### src/rtl/tog_sched_pkg.sv
// Package: shared types for the event toggle-list scheduler.
// Assumes: nothing beyond standard SystemVerilog.
package tog_sched_pkg;

    // Two-phase sequencer: serial scan over channels, then one emit slot.
    typedef enum logic [0:0] {
        ST_SCAN = 1'b0,
        ST_EMIT = 1'b1
    } sched_state_e;

    // Width of the zero pad byte that closes every entry.
    localparam int PAD_W  = 8;
    // Width of the mask field (two bytes, unused bits held at zero).
    localparam int MASK_W = 16;

endpackage

### src/rtl/tog_sched_chan.sv
// Module: one tone channel of the scheduler.
// Holds the remaining count, the current half-period length and the
// signed step. When selected, it subtracts the elapsed interval and, on
// reaching zero, reloads and advances its length.
// Assumes: min_val never exceeds the remaining count when sel is high.
module tog_sched_chan #(
    parameter int            CW        = 8,
    parameter logic [CW-1:0] INIT_LEN  = 8'd119,
    parameter bit            ODD_DIV   = 1'b1
) (
    input  logic          clk,
    input  logic          rst_n,
    input  logic          sel,
    input  logic [CW-1:0] min_val,
    output logic          hit,
    output logic [CW-1:0] cand
);

    logic [CW-1:0]     cnt_q;
    logic [CW-1:0]     len_q;
    logic signed [1:0] step_q;
    logic [CW-1:0]     diff;
    logic              zero;

    // Remaining count after the elapsed interval, and the value it will hold.
    always_comb begin
        diff = cnt_q - min_val;
        zero = (diff == '0);
        hit  = sel && zero;
        cand = zero ? len_q : diff;
    end

    // Per-channel state update on the cycle this channel is scanned.
    always_ff @(posedge clk) begin
        if (!rst_n) begin
            cnt_q  <= INIT_LEN;
            len_q  <= INIT_LEN;
            step_q <= ODD_DIV ? 2'sd1 : 2'sd0;
        end else if (sel) begin
            if (zero) begin
                cnt_q  <= len_q;
                len_q  <= len_q + {{(CW-2){step_q[1]}}, step_q};
                step_q <= -step_q;
            end else begin
                cnt_q  <= diff;
            end
        end
    end

    AST_NO_UNDERFLOW: assert property (@(posedge clk) disable iff (!rst_n)
        sel |-> (cnt_q >= min_val));

    AST_LEN_RANGE: assert property (@(posedge clk) disable iff (!rst_n)
        (len_q == INIT_LEN) || (ODD_DIV && (len_q == CW'(INIT_LEN + 1'b1))));

    AST_RELOAD: assert property (@(posedge clk) disable iff (!rst_n)
        hit |=> (cnt_q == $past(len_q)));

endmodule

### src/rtl/tog_sched_wptr.sv
// Module: ring write pointer with a wrap bit and full detection.
// Full means equal index bits with different wrap bits.
// Assumes: the consumer never moves rd_ptr past wr_ptr.
module tog_sched_wptr #(
    parameter int PW = 6
) (
    input  logic        clk,
    input  logic        rst_n,
    input  logic        adv,
    input  logic [PW:0] rd_ptr,
    output logic [PW:0] wr_ptr,
    output logic        full
);

    localparam logic [PW:0] DEPTH_V = (PW+1)'(1 << PW);

    logic [PW:0] occ;

    // Ring is full when the writer is exactly one lap ahead.
    always_comb begin
        full = (wr_ptr[PW-1:0] == rd_ptr[PW-1:0]) && (wr_ptr[PW] != rd_ptr[PW]);
        occ  = wr_ptr - rd_ptr;
    end

    // Advance by one slot per accepted write.
    always_ff @(posedge clk) begin
        if (!rst_n) wr_ptr <= '0;
        else if (adv) wr_ptr <= wr_ptr + 1'b1;
    end

    AST_PTR_STEP: assert property (@(posedge clk) disable iff (!rst_n)
        adv |=> (wr_ptr == $past(wr_ptr) + 1'b1));

    AST_PTR_HOLD: assert property (@(posedge clk) disable iff (!rst_n)
        !adv |=> $stable(wr_ptr));

    AST_NO_OVERFLOW: assert property (@(posedge clk) disable iff (!rst_n)
        occ <= DEPTH_V);

endmodule

### src/rtl/tog_sched.sv
// Module: event toggle-list scheduler (top).
// Scans the channels serially from the highest index down to 0, one per
// clock. It collects the expired channels into a mask and tracks the
// minimum remaining count. Each pass then emits {previous mask, current
// interval - 1} into an external ring, holding while the ring is full.
// Assumes: CW = 8 for the 32-bit entry format, NCH <= 16, and every gap
// between events is at most 255.
module tog_sched
    import tog_sched_pkg::*;
#(
    parameter int                NCH      = 12,
    parameter int                CW       = 8,
    parameter int                PW       = 6,
    parameter logic [NCH*CW-1:0] LEN_INIT = {8'd225, 8'd213, 8'd201, 8'd189,
                                             8'd179, 8'd169, 8'd159, 8'd150,
                                             8'd142, 8'd134, 8'd126, 8'd119},
    parameter logic [NCH-1:0]    ODD_INIT = 12'b1001_0011_0011
) (
    input  logic                  clk,
    input  logic                  rst_n,
    input  logic [PW:0]           rd_ptr,
    output logic                  wr_en,
    output logic [PW:0]           wr_ptr,
    output logic [PAD_W+CW+MASK_W-1:0] wr_entry
);

    localparam int IW = $clog2(NCH);

    // Smallest initial length: the first interval of the schedule.
    function automatic logic [CW-1:0] min_len(input logic [NCH*CW-1:0] v);
        logic [CW-1:0] m;
        m = '1;
        for (int i = 0; i < NCH; i++)
            if (v[i*CW +: CW] < m) m = v[i*CW +: CW];
        return m;
    endfunction

    localparam logic [CW-1:0] INIT_MIN = min_len(LEN_INIT);

    sched_state_e   state_q;
    logic [IW-1:0]  idx_q;
    logic [CW-1:0]  min_q;
    logic [CW-1:0]  nmin_q;
    logic [NCH-1:0] tog_q;
    logic [NCH-1:0] ptog_q;
    logic [NCH-1:0] hit_v;
    logic [CW-1:0]  cand_v [NCH];
    logic [CW-1:0]  cand_sel;
    logic           full;
    logic           scan;

    assign scan = (state_q == ST_SCAN);

    // One channel instance per tone, each with its own initial length and step.
    for (genvar g = 0; g < NCH; g++) begin : g_chan
        tog_sched_chan #(
            .CW       (CW),
            .INIT_LEN (LEN_INIT[g*CW +: CW]),
            .ODD_DIV  (ODD_INIT[g])
        ) u_chan (
            .clk     (clk),
            .rst_n   (rst_n),
            .sel     (scan && (idx_q == IW'(g))),
            .min_val (min_q),
            .hit     (hit_v[g]),
            .cand    (cand_v[g])
        );
    end

    // Pick the next remaining count of the channel under scan.
    always_comb begin
        cand_sel = '1;
        for (int i = 0; i < NCH; i++)
            if (idx_q == IW'(i)) cand_sel = cand_v[i];
    end

    tog_sched_wptr #(.PW(PW)) u_wptr (
        .clk    (clk),
        .rst_n  (rst_n),
        .adv    (wr_en),
        .rd_ptr (rd_ptr),
        .wr_ptr (wr_ptr),
        .full   (full)
    );

    // Emit slot output: previous pass's mask with the current delay code.
    always_comb begin
        wr_en    = (state_q == ST_EMIT) && !full;
        wr_entry = {PAD_W'(0), min_q - 1'b1, MASK_W'(ptog_q)};
    end

    // Sequencer, mask accumulation and running minimum search.
    always_ff @(posedge clk) begin
        if (!rst_n) begin
            state_q <= ST_SCAN;
            idx_q   <= IW'(NCH-1);
            min_q   <= INIT_MIN;
            nmin_q  <= '1;
            tog_q   <= '0;
            ptog_q  <= '0;
        end else if (scan) begin
            tog_q <= tog_q | hit_v;
            if (cand_sel < nmin_q) nmin_q <= cand_sel;
            if (idx_q == '0) state_q <= ST_EMIT;
            else             idx_q   <= idx_q - 1'b1;
        end else if (!full) begin
            min_q   <= nmin_q;
            ptog_q  <= tog_q;
            nmin_q  <= '1;
            tog_q   <= '0;
            idx_q   <= IW'(NCH-1);
            state_q <= ST_SCAN;
        end
    end

    AST_CODE_RANGE: assert property (@(posedge clk) disable iff (!rst_n)
        wr_en |-> (wr_entry[MASK_W +: CW] != '1));

    AST_MIN_POSITIVE: assert property (@(posedge clk) disable iff (!rst_n)
        (state_q == ST_EMIT) |-> (nmin_q != '0));

    AST_HOLD_ON_FULL: assert property (@(posedge clk) disable iff (!rst_n)
        ((state_q == ST_EMIT) && full) |=> ((state_q == ST_EMIT) && $stable(ptog_q)));

endmodule

### config.mk
export PLATFORM = sky130hd
export DESIGN_NAME = tog_sched
export DESIGN_NICKNAME = d
export VERILOG_FILES = /design/src/rtl/tog_sched_pkg.sv /design/src/rtl/tog_sched_chan.sv /design/src/rtl/tog_sched_wptr.sv /design/src/rtl/tog_sched.sv
export SDC_FILE = /design/constraint.sdc
export NUM_CORES = 1
export LEC_CHECK = 0
export ABC_AREA = 0
export CORE_AREA = 2 2 145 289
export CTS_CLUSTER_SIZE = 20
export DETAILED_ROUTE_END_ITERATION = 16
export DIE_AREA = 0 0 147 291
export SETUP_SLACK_MARGIN = 0.2
export SLEW_MARGIN = 20
export SYNTH_ARGS = -nofsm -noshare
export SYNTH_HDL_FRONTEND = slang
export SYNTH_SLANG_ARGS = --single-unit
### constraint.sdc
create_clock -name clk -period 7.35 [get_ports clk]
set_input_delay 0.735 -clock clk [delete_from_list [all_inputs] [get_ports clk]]
set_output_delay 0.735 -clock clk [all_outputs]
set_load 0.005 [all_outputs]
==> results.cfg <==
[yosys]
ys_seq_elements = 238
synth_edf_count = 0
syn_avg_cell_area_um2 = 8.04
yosysMostFrequentCell = dfxtp_1
synth_top_cells_by_count = dfxtp_1 (238), nand2_1 (232), nor2_1 (179), a21oi_1 (165), ha_1 (141)
yosysSeqAreaShare = 0.282
synth_top_cell_by_area = dfxtp_1
synthTopCellsByArea = dfxtp_1 (28%), ha_1 (10%), nand2_1 (5.2%), a21oi_1 (4.9%), nor2_1 (4.0%)
synthDominantCellAreaShare = 0.282
ys_types = 96
yosys_warnings = 0
syn_area_um2 = 16900
ys_async_sr_fraction = 0
synth_top_flop_cell = dfxtp_1
syn_inst = 2099

[placement]
post-place-cells = 2610
place.gp.congestion = 0.937
io_buffers = 36
dp_hpwl_mm = 35.6

[finish]
nFillCells = 4123
area_growth_pct = 9.83
layout.cells.non_filler = 2655
fin_util = 0.455
n_antenna_cell = 0
drive_gt1_frac = 0.0547
nets = 2271

[pwr]
swShare = 0.301
p_leak_nw = 7.64
combPwrFrac = 0.206
p_switching_mw = 1.06
pwr-share-seq = 0.392
intPower_mw = 2.45
p_per_area_nw_per_um2 = 189
worst_ir_drop_vdd_mv = 0.186
pwr-share-clk = 0.403

[drt]
wl_met1_mm = 22.5
wl_per_cell_um = 18.5
via_count = 15200
dr_wl_met2_mm = 22.7
drtIter0Drc = 911
drcViolationCount = 0
viasPerCell = 5.71
ant_nets = 0
firstDrtPassIters = 5
top_layer_used = met4
route.met3.wl_mm = 2.53
routed_wl_mm = 49.0

[sta]
setup_tns_ns = 0
fmax_mhz = 162
setup_viol_count_final = 0
worst_hold_slack_ns = 0.448
clock_skew_ns = 0.0173
worstMarginPinSlew_ns = 1.09
rsz0062_at_grt = false
hold_viol = 0
maxSlewHeadroom = 0.270
period_needed_ns = 6.17
post-route-period-util = 0.839
slew_violations = 0

[setup_path]
r2r-start = min_q[1]
endpoint_kind = flip-flop
rrSetupSlack_ns = 1.18
critPathKind = reg -> reg
critPathMaxFanout = 15
critPathArrivalTime_ns = 6.61
r2r-end = nmin_q[1]
r2r.worst_path.cells = 18
setup.worst_path.start = min_q[1]
crit_end = nmin_q[1]
cp-start-kind = flip-flop
worstPathRequired_ns = 7.79

[cts]
cts_root_buf = clkbuf_16
cts_tree = done
h-tree-depth = 1
clockBufferDepth = 3
post_cts.repair.setup_buffers = 0
numCtsBuffers = 26
ctsResizeCount = 0
cts_sinks = 238
clk_latency_ns = 0.56
cts.clk_slew.worst_paths_ns = 0.06
holdBufCountCts = 0

[grt]
antenna_found_initial = 0
grt_start_max_net_pins = 76
grt-ovfl-total = 0
grt_pass1_wl_mm = 78.8
grt_usage = 0.225
grt_pass1_vias = 14300

[hold_path]
holdCritPathClass = reg -> reg
hold_depth = 2

[job]
maxCapViolations = 0

[floorplan]
die_w_um = 147
num_rows = 105
fp.dieH_um = 291
coreArea_um2 = 40700
start_util = 0.414
pin_count = 49
dieArea_um2 = 42800

[outcome]
status = finished clean
## placed cells by master, fill, tap and decap left out, types with 12 or more instances in the layout
master	count
conb_1	19
ha_1	141
a41oi_1	12
nor2_1	179
fa_1	18
nand2b_1	46
a21o_1	25
clkbuf_16	27
buf_4	16
and2_1	26
inv_1	110
o211ai_1	57
nand3_1	67
o31ai_1	13
clkdlybuf4s50_1	35
xor2_1	66
a31oi_1	22
o21a_1	15
nor3_1	22
dfxtp_1	238
nor3b_1	17
a21oi_1	165
or3_1	13
nand4_1	20
nor2b_1	32
xnor2_1	72
nand2_1	232
a211oi_1	40
o21ai_0	112
and3_1	13
## stage by stage
stage	area [um2]	power, mW	setup slack, ns
3_5_place_dp	17600	2.11	1.20
3_3_place_gp	17600	2.11	1.39
5_1_grt	18500	3.66	0.668
2_1_floorplan	16900	1.93	1.87
4_1_cts	18500	3.53	1.16
6_report	18500	3.50	1.18
## state kept, by name, summed over array words and instances, names as in the netlist
signal,flops
state_q,1
min_q,8
nmin_q,8
tog_q,12
g_chan.u_chan.cnt_q,96
ptog_q,12
g_chan.u_chan.step_q,6
u_wptr.wr_ptr,7
idx_q,4
g_chan.u_chan.len_q,84
## power by group through the flow
stage	clock network, mW	logic [mW]	registers (mW)
2_1_floorplan	0	0.541	1.39
5_1_grt	1.48	0.795	1.38
6_report	1.41	0.720	1.37
3_3_place_gp	0	0.705	1.40
4_1_cts	1.44	0.711	1.37
3_5_place_dp	0	0.706	1.40
## worst min path at each step
stage                                      end                        from  slack (ns)
floorplan           g_chan[10].u_chan.len_q[4]  g_chan[10].u_chan.len_q[4]        0.43
global placement                      min_q[3]                    min_q[3]        0.44
detailed placement                   ptog_q[7]                   ptog_q[7]        0.45
CTS                                  ptog_q[4]                    tog_q[4]        0.45
global route                         ptog_q[8]                   ptog_q[8]        0.47
finish                               ptog_q[4]                    tog_q[4]        0.45
## critical path: stages (launching register included)
cell and delay (ns):
dfxtp_1 0.60, inv_1 0.57, fa_1 0.65, a211oi_1 0.37, nor2_1 0.11, xnor2_1 0.19
nor4_1 0.58, and3_1 0.45, a21oi_1 0.15, o221ai_1 0.25, nand2_1 0.10, a41oi_1 0.22
ha_1 0.26, o21a_1 0.16, o21ai_0 0.14, a21oi_1 0.10, a2111o_1 0.51, nor2_2 0.27
mux2_2 0.36
## routing by layer
layer | up-vias | global-route usage
met4 | 0 | 0.0671
met3 | 78 | 0.0213
met5 | - | 0
met2 | 392 | 0.375
li1 | 7574 | -
met1 | 7118 | 0.309
## cell families after synthesis
group | share of synthesized area
adders and majority gates | 0.126
DFF | 0.282
and+or+nand+nor | 0.214
buffers and inverters | 0.0524
AOI/OAI and AO/OA | 0.244
muxes | 0.00742
other | 0.000222
xor gates and xnor gates | 0.0726
## cell type report
class / instances / area (um2) / share of cell area
multi-input combinational: 1675 / 11300 / 0.610
sequential: 238 / 4760 / 0.257
clock buffer: 36 / 779 / 0.0421
tap: 535 / 669 / 0.0361
timing repair buffer: 51 / 470 / 0.0254
inverter: 111 / 418 / 0.0226
clock inverter: 9 / 126 / 0.00682
(Power assumes the default switching activity.)
